File: src/rtl/pwm_feed_pkg.sv
`timescale 1ns/1ps
package pwm_feed_pkg;

    typedef enum logic [1:0] {
        FEED_IDLE  = 2'd0,
        FEED_LOAD1 = 2'd1,
        FEED_RUN   = 2'd2,
        FEED_HALT  = 2'd3
    } feed_state_e;

endpackage

File: src/rtl/pwm_word_fifo.sv
`timescale 1ns/1ps
module pwm_word_fifo #(
    parameter  int DW    = 32,
    parameter  int DEPTH = 8,
    localparam int AW    = $clog2(DEPTH),
    localparam int CW    = AW + 1
) (
    input  logic          clk,
    input  logic          rst_n,
    input  logic          push,
    input  logic [DW-1:0] push_data,
    input  logic          pop,
    input  logic          err_clr,
    output logic [DW-1:0] head,
    output logic [CW-1:0] count,
    output logic          wr_err
);

    typedef struct packed {
        logic [DEPTH-1:0][DW-1:0] mem;
        logic [AW-1:0]            wp;
        logic [AW-1:0]            rp;
        logic [CW-1:0]            cnt;
        logic                     err;
    } fifo_t;

    fifo_t q, d;
    logic  full, push_ok, pop_ok;

    always_comb begin
        d       = q;
        full    = (q.cnt == CW'(DEPTH));
        push_ok = push && !full;
        pop_ok  = pop && (q.cnt != '0);
        if (push_ok) begin
            d.mem[q.wp] = push_data;
            d.wp        = (q.wp == AW'(DEPTH - 1)) ? '0 : q.wp + AW'(1);
        end
        if (pop_ok) begin
            d.rp = (q.rp == AW'(DEPTH - 1)) ? '0 : q.rp + AW'(1);
        end
        case ({push_ok, pop_ok})
            2'b10:   d.cnt = q.cnt + CW'(1);
            2'b01:   d.cnt = q.cnt - CW'(1);
            default: d.cnt = q.cnt;
        endcase
        if (err_clr)      d.err = 1'b0;
        if (push && full) d.err = 1'b1;
    end

    always_ff @(posedge clk or negedge rst_n) begin
        if (!rst_n) q <= '0;
        else        q <= d;
    end

    assign head   = q.mem[q.rp];
    assign count  = q.cnt;
    assign wr_err = q.err;

    // occupancy never exceeds the depth
    a_r3_no_overflow: assert property (@(posedge clk) disable iff (!rst_n)
        q.cnt <= CW'(DEPTH));

    // a push into a full FIFO without a pop leaves the count alone
    a_r3_full_drop: assert property (@(posedge clk) disable iff (!rst_n)
        (push && (q.cnt == CW'(DEPTH)) && !pop) |=> $stable(q.cnt));

endmodule

File: src/rtl/pwm_feed_ctrl.sv
`timescale 1ns/1ps
module pwm_feed_ctrl
    import pwm_feed_pkg::*;
#(
    parameter int DW = 32
) (
    input  logic          clk,
    input  logic          rst_n,
    input  logic          enable,
    input  logic          dual,
    input  logic          repeat_last,
    input  logic [1:0]    ch_done,
    input  logic [1:0]    gap_clr,
    input  logic          fifo_empty,
    input  logic [DW-1:0] fifo_head,
    output logic          fifo_pop,
    output logic [DW-1:0] sample0,
    output logic [DW-1:0] sample1,
    output logic [1:0]    running,
    output logic [1:0]    gap
);

    typedef struct packed {
        feed_state_e   st;
        logic          dual_m;
        logic          pf_valid;
        logic          pf_tag;
        logic          next_tag;
        logic [DW-1:0] pf_word;
        logic [DW-1:0] act0;
        logic [DW-1:0] act1;
        logic [1:0]    run;
        logic [1:0]    gap;
    } ctrl_t;

    ctrl_t q, d;
    logic  take0, take1, starve, have;

    always_comb begin
        d        = q;
        fifo_pop = 1'b0;
        take0    = 1'b0;
        take1    = 1'b0;
        starve   = 1'b0;
        have     = !fifo_empty;
        d.gap    = q.gap & ~gap_clr;
        if (!enable) begin
            d.st       = FEED_IDLE;
            d.run      = 2'b00;
            d.pf_valid = 1'b0;
        end else begin
            case (q.st)
                FEED_IDLE: begin
                    if (have) begin
                        fifo_pop   = 1'b1;
                        d.act0     = fifo_head;
                        d.run      = 2'b01;
                        d.dual_m   = dual;
                        d.next_tag = 1'b0;
                        d.st       = dual ? FEED_LOAD1 : FEED_RUN;
                    end
                end
                FEED_LOAD1: begin
                    if (have) begin
                        fifo_pop  = 1'b1;
                        d.act1    = fifo_head;
                        d.run[1]  = 1'b1;
                        d.st      = FEED_RUN;
                    end
                end
                FEED_RUN: begin
                    take0 = ch_done[0] && q.pf_valid && (!q.dual_m || !q.pf_tag);
                    if (take0) begin
                        d.act0     = q.pf_word;
                        d.pf_valid = 1'b0;
                    end else if (ch_done[0] && q.dual_m && !repeat_last) begin
                        starve = 1'b1;
                    end
                    if (q.dual_m) begin
                        take1 = ch_done[1] && q.pf_valid && q.pf_tag;
                        if (take1) begin
                            d.act1     = q.pf_word;
                            d.pf_valid = 1'b0;
                        end else if (ch_done[1] && !repeat_last) begin
                            starve = 1'b1;
                        end
                    end
                    if (starve) begin
                        d.st       = FEED_HALT;
                        d.run      = 2'b00;
                        d.gap      = d.gap | 2'b11;
                    end else if (!q.pf_valid && have) begin
                        fifo_pop   = 1'b1;
                        d.pf_word  = fifo_head;
                        d.pf_valid = 1'b1;
                        d.pf_tag   = q.next_tag;
                        d.next_tag = q.dual_m ? ~q.next_tag : 1'b0;
                    end
                end
                default: begin
                    d.run = 2'b00;
                end
            endcase
        end
    end

    always_ff @(posedge clk or negedge rst_n) begin
        if (!rst_n) q <= '0;
        else        q <= d;
    end

    assign sample0 = q.act0;
    assign sample1 = q.act1;
    assign running = q.run;
    assign gap     = q.gap;

    // single mode keeps channel 0 running while enabled
    a_r6_single_runs: assert property (@(posedge clk) disable iff (!rst_n)
        (enable && q.st == FEED_RUN && !q.dual_m) |=> running[0]);

    // dual starvation of channel 0 halts both and latches both gaps
    a_r8_dual_halt: assert property (@(posedge clk) disable iff (!rst_n)
        (enable && q.st == FEED_RUN && q.dual_m && !repeat_last && ch_done[0]
         && !(q.pf_valid && !q.pf_tag))
        |=> (running == 2'b00 && gap == 2'b11));

    // an empty prefetch slot is refilled when words are waiting
    a_r12_refill: assert property (@(posedge clk) disable iff (!rst_n)
        (enable && q.st == FEED_RUN && !q.dual_m && !q.pf_valid && !fifo_empty)
        |=> q.pf_valid);

endmodule

File: src/rtl/pwm_sample_feed.sv
`timescale 1ns/1ps
module pwm_sample_feed #(
    parameter  int DW    = 32,
    parameter  int DEPTH = 8,
    localparam int CW    = $clog2(DEPTH) + 1
) (
    input  logic          clk,
    input  logic          rst_n,
    input  logic          wr_en,
    input  logic [DW-1:0] wr_data,
    input  logic          err_clr,
    input  logic [CW-1:0] dreq_level,
    output logic          dreq,
    output logic          empty,
    output logic          wr_err,
    input  logic          enable,
    input  logic          dual,
    input  logic          repeat_last,
    input  logic [1:0]    ch_done,
    input  logic [1:0]    gap_clr,
    output logic [DW-1:0] sample0,
    output logic [DW-1:0] sample1,
    output logic [1:0]    running,
    output logic [1:0]    gap
);

    logic [DW-1:0] head;
    logic [CW-1:0] count;
    logic          pop;

    pwm_word_fifo #(.DW(DW), .DEPTH(DEPTH)) i_fifo (
        .clk       (clk),
        .rst_n     (rst_n),
        .push      (wr_en),
        .push_data (wr_data),
        .pop       (pop),
        .err_clr   (err_clr),
        .head      (head),
        .count     (count),
        .wr_err    (wr_err)
    );

    pwm_feed_ctrl #(.DW(DW)) i_ctrl (
        .clk         (clk),
        .rst_n       (rst_n),
        .enable      (enable),
        .dual        (dual),
        .repeat_last (repeat_last),
        .ch_done     (ch_done),
        .gap_clr     (gap_clr),
        .fifo_empty  (empty),
        .fifo_head   (head),
        .fifo_pop    (pop),
        .sample0     (sample0),
        .sample1     (sample1),
        .running     (running),
        .gap         (gap)
    );

    assign empty = (count == '0);
    assign dreq  = (count < dreq_level);

    // the controller never pops while the FIFO reports empty
    a_r2_no_pop_empty: assert property (@(posedge clk) disable iff (!rst_n)
        pop |-> !empty);

endmodule

File: config.mk
export PLATFORM = sky130hd
export DESIGN_NAME = pwm_sample_feed
export DESIGN_NICKNAME = d
export VERILOG_FILES = /design/src/rtl/pwm_feed_pkg.sv /design/src/rtl/pwm_word_fifo.sv /design/src/rtl/pwm_feed_ctrl.sv /design/src/rtl/pwm_sample_feed.sv
export SDC_FILE = /design/constraint.sdc
export NUM_CORES = 1
export LEC_CHECK = 0
export ABC_AREA = 0
export BUFFER_PORTS_ARGS = -buffer_cell sky130_fd_sc_hd__buf_2
export CAP_MARGIN = 20
export CORE_MARGIN = 3
export CORE_UTILIZATION = 45
export CTS_CLUSTER_DIAMETER = 120
export DETAILED_ROUTE_END_ITERATION = 10
export HOLD_SLACK_MARGIN = 0.1
export SLEW_MARGIN = 5
export SYNTH_ARGS = -nofsm -noshare
export SYNTH_HDL_FRONTEND = slang
export SYNTH_SLANG_ARGS = --single-unit
File: constraint.sdc
create_clock -name clk -period 7.7 [get_ports clk]
set_input_delay 0.385 -clock clk [delete_from_list [all_inputs] [get_ports clk]]
set_output_delay 0.385 -clock clk [all_outputs]
set_load 0.05 [all_outputs]
## Word level (Yosys, flattened, before mapping)

Index checks and enable logic that the tools add are counted.

- Output and inout bits: 71
- Flip-flop bits (word level): 373
- Word-level logic and storage cells: 144

- Equal/unequal tests: 20
- Add/subtract/negate cells: 4
- Bitwise gates (word level): 5
- $lt $le $gt $ge: 4
- Multiplexer cells: 53
- Reductions and logical operators: 35

Operator list:

| kind | number |
|---|---|
| bitwise mux 256 bit | 1 |
| two-way mux 32 bit | 6 |
| one-hot mux 32 bit (2 select lines) | 2 |
| binary-select mux 32 bit (select 3 bit) | 1 |
| demux 32 bit (select 3 bit) | 1 |
| two-way mux 35 bit | 2 |
| two-way mux 33 bit | 1 |
| two-way mux 1 bit | 20 |
| two-way mux 2 bit | 9 |
| logical AND 1 bit | 12 |
| AND reduction 4 bit | 3 |
| != test 2 x 1 -> 1 bit, second input constant | 5 |
| AND reduction 5 bit | 2 |
| two-way mux 3 bit | 3 |
| AND reduction 3 bit | 3 |
| < comparator 3 x 4 -> 1 bit, second input constant | 2 |
| != test 2 bit, second input constant | 4 |
| one-hot mux 4 bit (2 select lines) | 1 |
| nonzero test 2 bit | 4 |
| adder 3 x 1 -> 3 bit, second input constant | 2 |
| equality test 3 bit, second input constant | 2 |
| zero test 1 bit | 6 |
| != test 3 bit, second input constant | 2 |
| one-hot mux 1 bit (3 select lines) | 2 |
| other kinds (20) | 25 |

## Longest topological paths before layout

Gate-level depths: netlist (run 1).

- Depth in word-level cells: 15
- Depth in mapped cells: 11

## Cells and area by module

From an unflattened synthesis (run 1), not the netlist that was laid out.

- Cell total of the unflattened synthesis: 1123
- Area total of the unflattened synthesis: 18868.1 um^2

Modules (own cells, without submodules):

| module | seq. area each (um^2) | cells each | times used | area each (um^2) |
|---|---|---|---|---|
| pwm_word_fifo | 6681.4 | 723 | 1 | 13437.9 |
| pwm_feed_ctrl | 2652.5 | 388 | 1 | 5338.9 |
| pwm_sample_feed | 0.0 | 12 | 1 | 91.3 |

## Least setup slack after synthesis (run 1)

Ideal clock, no wire load.

- Path type: flip-flop to flip-flop
- From: reg i_ctrl.q[104] (netlist name)
- To: reg i_fifo.q, in the netlist i_fifo.count[3]
- Setup slack: 4979 ps
- Arrival time: 2606 ps
- Data required time: 7584 ps
- Stages on the path, launching flop included: 11
- Period minus slack after synthesis: 2721 ps
- Cells stage by stage: dfrtp_1 -> inv_1 -> ha_1 -> clkbuf_1 -> o211ai_1 -> a211oi_1 -> ha_1 -> ha_1 -> a21oi_1 -> o21ai_0 -> o311ai_0

- Cells in the longest elaborated chain, start to end: 7

RTL lines:

| what | RTL line | source |
|---|---|---|
| from (decl) | pwm_feed_ctrl.sv:36 | `ctrl_t q, d;` |
| from (signal assigned) | pwm_feed_ctrl.sv:108 | `if (!rst_n) q <= '0;` |
| from (signal assigned) | pwm_feed_ctrl.sv:109 | `else q <= d;` |
| equality test 2 x 1 -> 1 bit / zero test 2 bit (equally long branches) | pwm_feed_ctrl.sv:52 | `case (q.st)` |
| OR reduction 2 bit (no source line) | n/a |  |
| one-hot mux 1 bit (2 select lines) (*) | pwm_feed_ctrl.sv:52 |  |
| two-way mux 1 bit (*) | pwm_feed_ctrl.sv:47 | `if (!enable) begin` |
| logical AND 1 bit (*) | pwm_word_fifo.sv:34 | `pop_ok = pop && (q.cnt != '0);` |
| named net i_fifo.pop_ok | pwm_word_fifo.sv:28 | `logic full, push_ok, pop_ok;` |
| equality test 2 x 1 -> 1 bit / equality test 2 bit (equally long branches) | pwm_word_fifo.sv:42 | `case ({push_ok, pop_ok})` |
| one-hot mux 4 bit (2 select lines) / nonzero test 2 bit (equally long branches) | n/a |  |
| to (signal assigned) | pwm_word_fifo.sv:52 | `if (!rst_n) q <= '0;` |
| to (signal assigned) | pwm_word_fifo.sv:53 | `else q <= d;` |
| to (decl) | pwm_word_fifo.sv:27 | `fifo_t q, d;` |

Mark *: on every way through the listed nets, which the timed path passes. The rest lies on a longest branch.
A chain may end at the register's enable or synchronous reset.

## Worst setup path after layout (run 1)

Same ends and word-level chain as after synthesis.

==> results of run 1 <==
==> cells in the final DEF, fill, tap and decap left out, types with 16 or more instances in the layout <==
cell type  netlist  layout
dfrtp_1        373     370
mux2_2         211     211
buf_2           35     116
inv_1           82      82
mux2i_1         69      69
mux4_2          64      64
nand2_1         51      51
mux2_4          50      50
clkbuf_16        0      43
nor2_1          42      42
a221oi_1        33      33
o221a_2         32      32
buf_4           69      22
ha_1            16      16
==> worst register-to-register path: cells and delay by family, from the launching register on <==
kind / cells / cell delay [ns]
DFF: 1 / 0.43
adders and majority gates: 3 / 1.25
AOI/OAI and AO/OA: 5 / 1.49
buffers and inverters: 1 / 0.12
==> worst max-delay path by stage <==
stage | from | to | slack (ns) | depth (start not counted)
6_report | i_ctrl.q[104] | i_fifo.count[3] | 4.29 | 9
5_1_grt | i_ctrl.q[104] | i_fifo.count[3] | 3.91 | 9
4_1_cts | i_ctrl.q[104] | i_fifo.count[3] | 4.31 | 9
3_5_place_dp | i_ctrl.q[104] | i_fifo.count[3] | 4.33 | 9
3_3_place_gp | i_ctrl.q[104] | i_fifo.count[3] | 4.50 | 9
2_1_floorplan | i_ctrl.q[104] | i_fifo.count[3] | 4.98 | 10
==> metrics by stage <==
stage / instance area, sq um / total power, uW / setup WS [ns] / hold WS (ns)
floorplan: 17470 / 6772 / 4.979 / 0.08941
global placement: 18030 / 7421 / 4.497 / 0.4823
detailed placement: 18030 / 7524 / 4.326 / 0.4880
CTS: 19450 / 9535 / 4.308 / 0.1255
global route: 19450 / 9985 / 3.906 / 0.1369
finish: 19450 / 9427 / 4.292 / 0.1472
==> layout make-up <==
class	instances	area [sq um]	share of cell area (%)
Multi-Input combinational cell	637	6973	35.86
Tap cell	511	639.4	3.288
Inverter	84	317.8	1.634
Sequential cell	373	9340	48.03
Clock buffer	63	1301	6.692
Clock inverter	9	73.82	0.3796
Timing Repair Buffer	143	800.8	4.118
==> cell families after synthesis <==
kind of cell | count (synthesis)
and+or+nand+nor | 126
xor gates and xnor gates | 2
muxes | 394
AOI/OAI and AO/OA | 98
adders and majority gates | 17
DFF | 373
buffers and inverters | 225
==> metal layers <==
| layer | wire (um) | vias to the layer above | GRT usage [%] |
|---|---|---|---|
| met2 | 17940 | 206 | 30.13 |
| met5 | 14 | - | 0 |
| li1 | - | 4501 | - |
| met4 | 611 | 2 | 4.081 |
| met1 | 18480 | 5272 | 28.12 |
| met3 | 1710 | 48 | 2.742 |
==> flip-flops by register name (all words and copies together), names as in the netlist <==
name and cells:
i_fifo.q 262, i_ctrl.q 38, i_ctrl.sample0 32, i_ctrl.sample1 32, i_fifo.count 4, i_ctrl.gap 2
i_ctrl.running 2, i_fifo.wr_err 1
==> report_power, final <==
part	internal [uW]	switching, uW
Sequential	2940	602
Clock	1190	772
Combinational	1860	2060
==> timing repair <==
action | CTS | global route
setup buffers | 0 | 0
hold buffers | 4 | 0
hold endpoints to repair | 110 | 0
==> Yosys cell counts, types with 6 or more instances <==
cell type / count
mux4_2: 64
ha_1: 16
mux2i_1: 69
inv_1: 82
a221oi_1: 33
dfrtp_1: 373
mux2_4: 50
buf_2: 35
clkbuf_1: 26
buf_4: 69
nor2_1: 42
o21ai_0: 11
buf_6: 6
mux2_2: 211
nand2_1: 51
o221a_2: 32
==> flow_metrics.tcl, run 1 <==
set metrics [dict create \
    grt_util_all_layers_pct 19.00 \
    overflow 0 \
    period_share_pct 44.26 \
    antenna_found_initial 1 \
    final.min_clock_period_ns 3.408 \
    grt_first_pass_wirelength_um 61960 \
    antenna_diode_instance_count 0 \
    num_rows 71 \
    grt_start_max_net_pins 112 \
    finish.utilization_pct 51.27 \
    die_width_um 203.1 \
    first_iter_violations 585 \
    via_per_inst 5.510 \
    critPathRequiredTime_ns 8.10 \
    post-dp-hpwl_um 23030 \
    path_class "reg2reg" \
    ios 118 \
    netlist.area_leader.share_pct 53.42 \
    synthMuxAreaShare_pct 30.10 \
    synth-simple-area-share_pct 3.344 \
    cap_violations 0 \
    cts_inserted_buffers 41 \
    worst_hold_path_type "in2reg" \
    final_cells 1820 \
    timing.critical_path.to_type "flop" \
    area_of_the_core_sq_um 37930 \
    synth_top_area_cell "dfrtp_1" \
    remaining_drc_errors 0 \
    worst_setup_path_start_kind "flop" \
    ctsRootBufferMaster "clkbuf_16" \
    drt-wirelength-per-cell_um 21.30 \
    yosys.cell_types.count 53 \
    cellLeakagePower_uw 0.009099 \
    max_freq_mhz 293.4 \
    cts_repair_resize_count 0 \
    clk_pin_slew_worst_paths_ns 0.06 \
    worstSkewPairLatency_ns 0.53 \
    worst_slew_margin_rel_pct 27.11 \
    dp_cells 1744 \
    critical-path-top-cell-by-count "ha_1" \
    route.vias.total 10029 \
    ctsHtreeMaxLevel 2 \
    drt.antenna.violating_nets 0 \
    max_clock_skew_ns 0.01642 \
    destination_of_the_worst_hold_path "i_ctrl.q[103]" \
    synth_top_family_by_area "multiplexers" \
    finalWirelength_um 38760 \
    num-fill-cells 3190 \
    synth_seq_area_share_pct 53.42 \
    tritoncts "yes" \
    critical_path_cell_sequence "inv_1 > ha_1 > o211ai_1 > a211oi_1 > ha_1 > ha_1 > a21oi_1 > o21ai_0 > o311ai_0" \
    area_share_of_xor_xnor_cells_in_the_synthesized_design_pct 0.1003 \
    first_global_vias 10409 \
    postSynthRegisterBits 373 \
    hp-start "dual" \
    clockBufferDepth 3 \
    synthesis.yosys.warnings 0 \
    area.growth.synth_to_final_pct 11.29 \
    synth_compound_gate_area_share_pct 4.941 \
    finalSetupTns_ns 0 \
    synth_ff_type "dfrtp_1" \
    die_area_sq_um 41230 \
    vdd.ir_drop.worst_v 0.0001846 \
    setup-violations-final 0 \
    netlist_area_sq_um 17470 \
    io_buffers 117 \
    r2r_cells 9 \
    netlist_top_cells_area "dfrtp_1 (53%), mux2_2 (14%), mux4_2 (8.2%), mux2_4 (4.3%), mux2i_1 (4.0%)" \
    reg2reg_slack_ns 4.29 \
    critPathTopFamily "compound AO/OA/AOI/OAI gates" \
    net_count_after_synthesis 1299 \
    grt_setup_unrepaired "false" \
    path_buf_inv 1 \
    regToRegStartpoint "i_ctrl.q[104]" \
    cpPeakStageDelay_ns 0.61 \
    synthAdderAreaFrac_pct 1.260 \
    critical_path.max_fanout 16 \
    crit_slowest_cell "a211oi_1" \
    post_synth_edffs 0 \
    netlist_instances 1235 \
    final_hold_violations 0 \
    fin_nets 1344 \
    drive_gt1_share_pct 44.08 \
    synthesis.area_per_instance_sq_um 14.15 \
    worstMarginPinSlew_ns 1.093 \
    reg2reg_to "i_fifo.count[3]" \
    first_pass_iters 7 \
    gpl.final_weighted_congestion 0.7629 \
    initial_core_util_pct 46.06 \
    timing.hold.worst_path_depth 2 \
    data_arrival_time_of_the_critical_path_ns 3.81 \
    maxSlewViolCount 0 \
    asyncSetResetFlopFracSynth_pct 100.0 \
    power_density_nw_per_um2 484.8 \
    chipHeight_um 203.1 \
    clkSinkCount 373 \
    status "finished, final reports clean" \
]
Power figures use the tool's default switching activity.
==> run 2: changes to the inputs <==
==> constraint.sdc (replaced) <==
create_clock -name clk -period 3.4 [get_ports clk]
set_input_delay 0.17 -clock clk [delete_from_list [all_inputs] [get_ports clk]]
set_output_delay 0.17 -clock clk [all_outputs]
set_load 0.05 [all_outputs]
==> flow_metrics.tcl, run 2 (synthesized netlist as in run 1, its figures left out) <==
set metrics [dict create \
    worst_slew_margin_rel_pct 26.07 \
    critical_path.max_fanout 24 \
    cellLeakagePower_uw 0.009397 \
    drt-wirelength-per-cell_um 20.84 \
    most-common-layout-cells "dfrtp_1 (370), mux2_2 (211), buf_2 (116), inv_1 (82), mux2i_1 (69)" \
    vdd.ir_drop.worst_v 0.0005945 \
    worst_hold_path_type "in2reg" \
    initial_core_util_pct 46.06 \
    layout.cells.most_common "dfrtp_1" \
    max_freq_mhz 336.5 \
    power_density_nw_per_um2 1076 \
    ios 118 \
    first_global_vias 10550 \
    status "finished, final reports clean" \
    setup-violations-final 0 \
    data_arrival_time_of_the_critical_path_ns 3.38 \
    grt_util_all_layers_pct 19.09 \
    largest_reg_flops 262 \
    first_iter_violations 428 \
    via_per_inst 5.363 \
    first_pass_iters 5 \
    grt_setup_unrepaired "false" \
    critPathLaunch "i_fifo.count[3]" \
    post-dp-hpwl_um 24240 \
    ctsHtreeMaxLevel 2 \
    cts_repair_resize_count 0 \
    p_switching_uw 7901 \
    worstSkewPairLatency_ns 0.54 \
    largestRegisters "i_fifo.q: 262 flops, i_ctrl.q: 38 flops" \
    totalPowerFinal_uw 21610 \
    critPathRequiredTime_ns 3.81 \
    area.growth.synth_to_final_pct 14.95 \
    clockBufferDepth 3 \
    remaining_drc_errors 0 \
    chipHeight_um 203.1 \
    gpl.final_weighted_congestion 0.7791 \
    grt_first_pass_wirelength_um 62210 \
    io_buffers 117 \
    die_width_um 203.1 \
    cts_hold_repair.buffers 41 \
    ctsRootBufferMaster "clkbuf_16" \
    num_rows 71 \
    power.switching_fraction_pct 36.56 \
    die_area_sq_um 41230 \
    postCtsSetupBuffers 0 \
    clk_pin_slew_worst_paths_ns 0.06 \
    route.vias.total 10066 \
    path_class "reg2reg" \
    cellInternalPower_uw 13710 \
    regToRegStartpoint "i_fifo.count[3]" \
    cap_violations 0 \
    hp-start "wr_en" \
    final_hold_violations 0 \
    drt.antenna.violating_nets 0 \
    worstMarginPinSlew_ns 1.109 \
    num-fill-cells 3184 \
    final.min_clock_period_ns 2.972 \
    overflow 0 \
    grt_start_max_net_pins 102 \
    power.sequential.fraction_pct 36.8 \
    fin_nets 1398 \
    timing.critical_path.to_type "flop" \
    largest_register_by_flop_count "i_fifo.q" \
    maxSlewViolCount 0 \
    tritoncts "yes" \
    clkSinkCount 373 \
    finalWirelength_um 39120 \
    area_of_the_core_sq_um 37930 \
    max_clock_skew_ns 0.02316 \
    finalSetupTns_ns 0 \
    period_share_pct 87.41 \
    finish.utilization_pct 52.95 \
    antenna_found_initial 2 \
    worst_setup_path_start_kind "flop" \
    cts_inserted_buffers 40 \
    pwr-share-comb_pct 42.5 \
    power.clock.fraction_pct 20.7 \
    drive_gt1_share_pct 43.70 \
]
## run 2: cell types whose count changed in the layout (fill, tap and decap cells not counted), moves of 2 or more
cell,before,now
buf_12,0,11
buf_4,22,29
bufinv_16,1,4
clkbuf_8,15,6
clkinv_2,7,13
diode_2,0,2
dlygate4sd3_1,4,41
## run 2: final cells by class
cell class,instances,area (sq um),share of cell area [%]
Tap cell,511,639.4,3.183
Antenna cell,2,5.005,0.02492
Sequential cell,373,9340,46.50
Clock inverter,20,217.7,1.084
Multi-Input combinational cell,637,6973,34.72
Timing Repair Buffer,198,1444,7.189
Clock buffer,52,1149,5.719
Inverter,84,317.8,1.582
## run 2: per-layer routing
layer  track usage (%)  part of all wire, %  wire (um)  up-vias
li1                  -                    -          -     4600
met1             27.48                   48      18640     5247
met2             30.69                   47      18230      189
met3             3.848                  4.6       1808       30
met4             3.392                  1.1        443        0
met5                 0                    0          0        -
## run 2: power by group through the flow
stage          sequential (uW)  combinational, uW  clock [uW]
5_1_grt                   8250               9830        4790
6_report                  7960               9180        4480
3_3_place_gp              7940               9020           0
4_1_cts                   7960               9260        4600
3_5_place_dp              8010               9200           0
2_1_floorplan             7520               7820           0
## run 2: per-stage QoR
stage          cells  instance area (sq um)  hold slack [ns]  setup slack (ns)
6_report        1877                  20090           0.2219            0.4280
3_5_place_dp    1762                  18300           0.2756            0.4617
3_3_place_gp    1762                  18300           0.2662            0.5556
4_1_cts         1875                  20080           0.1806            0.4651
2_1_floorplan   1235                  17470          -0.1256            0.6786
5_1_grt         1876                  20080           0.2231            0.3301
## run 2: path summary, 6_finish.rpt
path	cells past startpoint	endpoint	slack, ns
max reg2reg	6	i_fifo.q[60]	0.43
min	4	i_fifo.q[10]	0.22
min in group asynchronous	2	i_ctrl.q[96]	0.27
max	6	i_fifo.q[60]	0.43
max in group asynchronous	3	i_fifo.q[57]	2.19
min reg2reg	1	i_fifo.q[148]	0.50
## run 2: critical path: stages, from the launching register on
cell and delay (ns):
dfrtp_1 0.44, nor4b_1 0.19, nor2b_1 0.62, inv_4 0.11, or4b_2 0.87, buf_12 0.29, mux2_4 0.32
